[src/rtl/pmod_pkg.sv]
package pmod_pkg;
  parameter int DP_W  = 8;
  parameter int LO_W  = 4;
  parameter int RP_W  = 11;
  parameter int BUS_W = 16;
  parameter int DST_W = 4;
  localparam int HI_W = DP_W - LO_W;

  typedef enum logic [1:0] {
    LO_KEEP = 2'd0,
    LO_UP   = 2'd1,
    LO_DOWN = 2'd2,
    LO_CLR  = 2'd3
  } lo_op_e;

  localparam logic [DST_W-1:0] DST_DP = DST_W'(4);
  localparam logic [DST_W-1:0] DST_RP = DST_W'(5);
endpackage

[src/rtl/pmod_dp_unit.sv]
module pmod_dp_unit
  import pmod_pkg::*;
(
  input  logic             clk,
  input  logic             rst_n,
  input  logic             step_en,
  input  lo_op_e           lo_op,
  input  logic [HI_W-1:0]  hi_mask,
  input  logic             load,
  input  logic [DP_W-1:0]  load_val,
  output logic [DP_W-1:0]  dp_q
);
  logic [DP_W-1:0] base, dp_d;
  logic [LO_W-1:0] lo_nx;

  always_comb begin
    base = load ? load_val : dp_q;
    unique case (lo_op)
      LO_UP:   lo_nx = base[LO_W-1:0] + LO_W'(1);
      LO_DOWN: lo_nx = base[LO_W-1:0] - LO_W'(1);
      LO_CLR:  lo_nx = '0;
      default: lo_nx = base[LO_W-1:0];
    endcase
    dp_d = {base[DP_W-1:LO_W] ^ hi_mask, lo_nx};
  end

  always_ff @(posedge clk or negedge rst_n) begin
    if (!rst_n)       dp_q <= '0;
    else if (step_en) dp_q <= dp_d;
  end

  a_r1_dp_hold: assert property (@(posedge clk) disable iff (!rst_n)
    !step_en |=> $stable(dp_q));
  a_r5_hi_xor: assert property (@(posedge clk) disable iff (!rst_n)
    (step_en && !load) |=> dp_q[DP_W-1:LO_W] == $past(dp_q[DP_W-1:LO_W] ^ hi_mask));
  a_r2_lo_up: assert property (@(posedge clk) disable iff (!rst_n)
    (step_en && !load && lo_op == LO_UP) |=> dp_q[LO_W-1:0] == $past(dp_q[LO_W-1:0]) + LO_W'(1));
  a_r3_lo_down: assert property (@(posedge clk) disable iff (!rst_n)
    (step_en && !load && lo_op == LO_DOWN) |=> dp_q[LO_W-1:0] == $past(dp_q[LO_W-1:0]) - LO_W'(1));
endmodule

[src/rtl/pmod_rp_unit.sv]
module pmod_rp_unit
  import pmod_pkg::*;
(
  input  logic            clk,
  input  logic            rst_n,
  input  logic            step_en,
  input  logic            dec,
  input  logic            load,
  input  logic [RP_W-1:0] load_val,
  output logic [RP_W-1:0] rp_q
);
  logic [RP_W-1:0] rp_d;

  always_comb begin
    if (load)     rp_d = load_val;
    else if (dec) rp_d = rp_q - RP_W'(1);
    else          rp_d = rp_q;
  end

  always_ff @(posedge clk or negedge rst_n) begin
    if (!rst_n)       rp_q <= '0;
    else if (step_en) rp_q <= rp_d;
  end

  a_r1_rp_hold: assert property (@(posedge clk) disable iff (!rst_n)
    !step_en |=> $stable(rp_q));
  a_r8_load_wins: assert property (@(posedge clk) disable iff (!rst_n)
    (step_en && load) |=> rp_q == $past(load_val));
  a_r7_dec: assert property (@(posedge clk) disable iff (!rst_n)
    (step_en && !load && dec) |=> rp_q == $past(rp_q) - RP_W'(1));
endmodule

[src/rtl/pmod_lo_flags.sv]
module pmod_lo_flags
  import pmod_pkg::*;
(
  input  logic [LO_W-1:0] lo,
  output logic            is_zero,
  output logic            is_nzero,
  output logic            is_full,
  output logic            is_nfull
);
  always_comb begin
    is_zero  = (lo == '0);
    is_full  = (lo == '1);
    is_nzero = |lo;
    is_nfull = ~&lo;
  end
endmodule

[src/rtl/ptr_modifier.sv]
module ptr_modifier
  import pmod_pkg::*;
(
  input  logic              clk,
  input  logic              rst_n,
  input  logic              step_en,
  input  logic [1:0]        lo_op,
  input  logic [HI_W-1:0]   hi_mask,
  input  logic              rp_dec,
  input  logic [DST_W-1:0]  dst_code,
  input  logic [BUS_W-1:0]  bus_data,
  output logic [DP_W-1:0]   dp,
  output logic [RP_W-1:0]   rp,
  output logic              lo_zero,
  output logic              lo_nzero,
  output logic              lo_full,
  output logic              lo_nfull
);
  logic [1:0] rst_pipe;
  logic       rst_sn;
  logic       ld_dp, ld_rp;

  always_ff @(posedge clk or negedge rst_n) begin
    if (!rst_n) rst_pipe <= '0;
    else        rst_pipe <= {rst_pipe[0], 1'b1};
  end
  assign rst_sn = rst_pipe[1];

  always_comb begin
    ld_dp = (dst_code == DST_DP);
    ld_rp = (dst_code == DST_RP);
  end

  pmod_dp_unit u_dp (
    .clk(clk), .rst_n(rst_sn), .step_en(step_en),
    .lo_op(lo_op_e'(lo_op)), .hi_mask(hi_mask),
    .load(ld_dp), .load_val(bus_data[DP_W-1:0]), .dp_q(dp)
  );

  pmod_rp_unit u_rp (
    .clk(clk), .rst_n(rst_sn), .step_en(step_en), .dec(rp_dec),
    .load(ld_rp), .load_val(bus_data[RP_W-1:0]), .rp_q(rp)
  );

  pmod_lo_flags u_flags (
    .lo(dp[LO_W-1:0]), .is_zero(lo_zero), .is_nzero(lo_nzero),
    .is_full(lo_full), .is_nfull(lo_nfull)
  );

  a_r9_flag_pairs: assert property (@(posedge clk) disable iff (!rst_sn)
    (lo_zero != lo_nzero) && (lo_full != lo_nfull) && !(lo_zero && lo_full));
  a_r10_reset_zero: assert property (@(posedge clk)
    !rst_sn |-> (dp == '0 && rp == '0));
endmodule

[config.mk]
export PLATFORM = sky130hd
export DESIGN_NAME = ptr_modifier
export DESIGN_NICKNAME = d
export VERILOG_FILES = /design/src/rtl/pmod_pkg.sv /design/src/rtl/pmod_dp_unit.sv /design/src/rtl/pmod_rp_unit.sv /design/src/rtl/pmod_lo_flags.sv /design/src/rtl/ptr_modifier.sv
export SDC_FILE = /design/constraint.sdc
export NUM_CORES = 1
export LEC_CHECK = 0
export CORE_MARGIN = 2
export CORE_UTILIZATION = 62
export CTS_CLUSTER_DIAMETER = 30
export DETAILED_ROUTE_END_ITERATION = 8
export DONT_BUFFER_PORTS = 1
export PLACE_DENSITY = 0.86
export SLEW_MARGIN = 20
export SYNTH_ARGS = -nofsm -noshare
export SYNTH_HDL_FRONTEND = slang
export SYNTH_SLANG_ARGS = --single-unit
[constraint.sdc]
create_clock -name clk -period 1.4 [get_ports clk]
set_input_delay 0.28 -clock clk [delete_from_list [all_inputs] [get_ports clk]]
set_output_delay 0.28 -clock clk [all_outputs]
set_load 0.02 [all_outputs]
==> summary.md <==
| Metric | Value |
|---|---|
| Run status | `finished, violations left` |
| Failing checks | `setup timing` |
| EDFF count, synth | `0` |
| Worst-path maximum fanout | `2` |
| Worst hold path class | `in -> reg` |
| Maximum number of pins on one net before global-route repair | `20` |
| IO Port Bufs | `0` |
| Critical path data arrival time | `2.19 ns` |
| PnR worst setup slack | `-0.547 ns` |
| Maximum clock path buffer count | `2` |
| Shortest clock period the worst path allows after layout | `1.95 ns` |
| Global-route wire length before repair | `7.04 mm` |
| Fraction of synthesis flops using an asynchronous set or reset pin | `100%` |
| Worst R2R Path Depth | `7` |
| Critical path capture point type | `flip-flop` |
| Number of instances in the synthesized netlist | `174` |
| H-Tree Depth | `1` |
| Die footprint | `2700 um2` |
| Top flip-flop cell by instance count after synthesis | `sky130_fd_sc_hd__dfrtp_1` |
| Later-pin clock latency in the skew report | `0.32 ns` |
| Number of ports placed on the die boundary | `53` |
| Peak clock frequency supported by timing | `514 MHz` |
| 1st-iter DRT viols | `83` |
| Gp weighted congestion | `0.917` |
| Capturing point of the worst reg2reg path | `u_rp.rp_q[8]$_DFFE_PN0P_` |
| Number of nets in the synthesized netlist | `210` |
| Post-synthesis average cell area | `8.20 um2` |
| Seq/Total Area, Yosys | `36.8%` |
| Total detailed-routing wirelength | `5.00 mm` |
| Clock tree from TritonCTS | `built` |
| Root buffer cell | `sky130_fd_sc_hd__clkbuf_4` |
| Combined flip-flop and latch cell area | `528 um2` |
| HPWL after detailed placement | `3.12 mm` |
| Overflow after GRT | `0` |
| Sum of internal, switching and leakage power | `3.01 mW` |
| Syn-to-layout area delta | `37.4%` |
| Max-cap violation count | `0` |
| Share of final-layout standard cells stronger than drive strength 1 | `40.4%` |
| Cells on Worst Hold Path | `1` |
| Unrepaired setup endpoints after global routing | `true` |
| Kind of start point of the critical path | `flip-flop` |
| Initial antenna violation count | `0` |
| Crit Reg-Reg Startpoint | `u_rp.rp_q[0]$_DFFE_PN0P_` |
| Effective utilization at floorplan | `65.2%` |
| Count of final max-slew check failures | `0` |
| Final routed wire length divided by cell count | `21.2 um` |
| Number of warnings issued by yosys | `0` |
| Leakage power total | `0.837 nW` |
| FF+latch count, synth | `21` |
| CTS clock-pin slew for the worst setup and hold paths | `0.13 ns` |
| Count of final setup violators | `14` |
| Via count | `1645` |
| Total track usage | `35.6%` |
| Total clock buffers created by CTS | `3` |
| Hold Crit Endpoint | `u_dp.dp_q[1]$_DFFE_PN0P_` |
| Worst clock skew | `0.00362 ns` |
| Post-route ant nets | `0` |
| Detail-routed via count per cell | `6.97` |
| Final Hold Violating Endpoints | `0` |
| Vertical extent of the die | `52.0 um` |
| Final period utilization | `139%` |
| Hold wc startpoint | `step_en` |
| Power per Cell Area | `1540 nW/um2` |
| Worst IR drop on VDD | `1.22 mV` |
| DRC violations left | `0` |
| Std-Cell Core Area | `2190 um2` |
| Total standard cell area after synthesis | `1430 um2` |
| Via count of the first global-routing pass | `1552` |
| Count of distinct cell types in the synthesized netlist | `41` |
| Antenna Cells | `0` |
| Multi-input logic area | `1020 um2` |
| Fin Setup TNS | `-3.59 ns` |
| Die boundary width | `52.0 um` |
| First-pass DRT Iterations | `7` |
| Reg-to-reg slack, setup | `-0.55 ns` |
| Data required time of the worst path | `1.64 ns` |
| Count of filler cells inserted in the layout | `98` |
| Number of sinks driven by the clock tree | `21` |
| Number of core rows | `17` |
| Type of the worst setup path | `reg -> reg` |
| Number of nets in the final layout | `245` |
cells in the final DEF, fill, tap and decap left out, types with 2 or more instances in the layout:
| cell type | netlist | routed |
|---|---|---|
| sky130_fd_sc_hd__clkbuf_4 | 0 | 3 |
| sky130_fd_sc_hd__nor3b_1 | 2 | 2 |
| sky130_fd_sc_hd__or4b_4 | 1 | 2 |
| sky130_fd_sc_hd__o31ai_1 | 2 | 2 |
| sky130_fd_sc_hd__dfrtp_1 | 21 | 19 |
| sky130_fd_sc_hd__buf_4 | 1 | 32 |
| sky130_fd_sc_hd__o21ai_1 | 1 | 2 |
| sky130_fd_sc_hd__o211ai_1 | 2 | 2 |
| sky130_fd_sc_hd__nand3_1 | 5 | 4 |
| sky130_fd_sc_hd__buf_6 | 0 | 4 |
| sky130_fd_sc_hd__ha_1 | 5 | 3 |
| sky130_fd_sc_hd__nand4_1 | 2 | 2 |
| sky130_fd_sc_hd__nand2_4 | 0 | 2 |
| sky130_fd_sc_hd__inv_2 | 0 | 4 |
| sky130_fd_sc_hd__a21oi_2 | 0 | 5 |
| sky130_fd_sc_hd__dfrtp_2 | 0 | 2 |
| sky130_fd_sc_hd__o22ai_1 | 3 | 3 |
| sky130_fd_sc_hd__nor2_1 | 17 | 13 |
| sky130_fd_sc_hd__nor3_2 | 0 | 2 |
| sky130_fd_sc_hd__mux2i_1 | 2 | 2 |
| sky130_fd_sc_hd__or4_4 | 0 | 2 |
| sky130_fd_sc_hd__o21a_1 | 3 | 3 |
| sky130_fd_sc_hd__nand2_1 | 25 | 22 |
| sky130_fd_sc_hd__a31oi_1 | 2 | 2 |
| sky130_fd_sc_hd__inv_1 | 10 | 5 |
| sky130_fd_sc_hd__o21ai_0 | 15 | 13 |
| sky130_fd_sc_hd__nor2_2 | 0 | 3 |
| sky130_fd_sc_hd__a21oi_1 | 21 | 16 |
| sky130_fd_sc_hd__ha_4 | 0 | 2 |
flip-flops by register name, indices dropped and copies added (netlist names):
| register | count |
|---|---|
| u_dp.dp_q | 8 |
| rst_pipe | 2 |
| u_rp.rp_q | 11 |
per-layer routing:
layer,part of all wire (%),up-vias,track usage (%)
met2,50,137,63.3
met5,0,-,0
met4,5.4,0,16.2
li1,-,696,-
met1,35,777,41.2
met3,9.3,35,6.03
cells in the mapped netlist (all sizes together) (3+ instances only):
| library cell | count | share of area [%] |
|---|---|---|
| nor2 | 17 | 4.5 |
| o22ai | 3 | 1.3 |
| dfrtp | 21 | 37 |
| mux2i | 3 | 3.0 |
| nor3 | 4 | 1.4 |
| nand3 | 5 | 1.8 |
| nand2 | 25 | 6.6 |
| nor3b | 3 | 1.9 |
| a21oi | 21 | 7.4 |
| o21ai | 16 | 5.6 |
| inv | 10 | 2.6 |
| o21a | 3 | 1.6 |
| ha | 5 | 4.4 |
| clkbuf | 7 | 1.8 |
where the power goes:
part	leakage [nW]	internal, mW	switching [mW]
Combinational	0.573	0.707	0.976
Sequential	0.246	0.797	0.223
Clock	0.0177	0.107	0.204
worst max-delay path by stage:
stage                                   startpoint                        to  slack (ns)
after global placement                 dst_code[1]  u_dp.dp_q[2]$_DFFE_PN0P_       -0.56
after floorplan                        dst_code[1]  u_dp.dp_q[2]$_DFFE_PN0P_       -0.63
after global routing      u_rp.rp_q[1]$_DFFE_PN0P_  u_rp.rp_q[8]$_DFFE_PN0P_       -0.57
final                     u_rp.rp_q[0]$_DFFE_PN0P_  u_rp.rp_q[8]$_DFFE_PN0P_       -0.55
after CTS                 u_rp.rp_q[0]$_DFFE_PN0P_  u_rp.rp_q[8]$_DFFE_PN0P_       -0.51
after detailed placement               dst_code[1]  u_dp.dp_q[1]$_DFFE_PN0P_       -0.62
worst max-delay path: stages, from the launching register on:
cell and delay (ns):
sky130_fd_sc_hd__dfrtp_2 0.43, sky130_fd_sc_hd__inv_2 0.08, sky130_fd_sc_hd__ha_4 0.13, sky130_fd_sc_hd__or4b_4 0.46
sky130_fd_sc_hd__or4_4 0.45, sky130_fd_sc_hd__a21oi_2 0.13, sky130_fd_sc_hd__nor2_1 0.05, sky130_fd_sc_hd__a21oi_1 0.15
cell families after synthesis:
group                    count (synthesis)  synth area share, %
XOR/XNOR                                 2                 1.23
other                                    1                0.263
buffers and inverters                   18                 5.00
multiplexers                             4                 3.77
AO/OA/AOI/OAI                           56                 23.0
AND/OR/NAND/NOR                         66                 24.1
adder cells (fa/ha/maj)                  6                 5.78
flip-flops                              21                 36.8
final cells by class:
type / count / share of cell area [%]
multi-input combinational: 135 / 51.8
sequential: 21 / 26.9
timing repair buffer: 38 / 16.1
inverter: 10 / 2.04
tap: 28 / 1.79
clock buffer: 3 / 1.15
clock inverter: 1 / 0.255
per-stage QoR:
stage	worst slack, ns	util, %	hold slack, ns	instance area [um2]	cells
6_report	-0.547	89.5	0.0296	1960	236
5_1_grt	-0.567	89.5	0.0198	1960	236
4_1_cts	-0.507	86.2	0.0328	1890	236
3_5_place_dp	-0.618	79.4	-0.0156	1740	229
3_3_place_gp	-0.562	79.4	-0.0155	1740	229
2_1_floorplan	-0.634	-	-0.0156	1470	174
timing repair:
action                     CTS  global route
pin swaps                    6            13
hold endpoints to repair     2             0
setup endpoints to repair   14            14
resized for setup           21            16
buffers inserted             2             0
hold buffers                 1             0
Power figures use the tool's default switching activity.
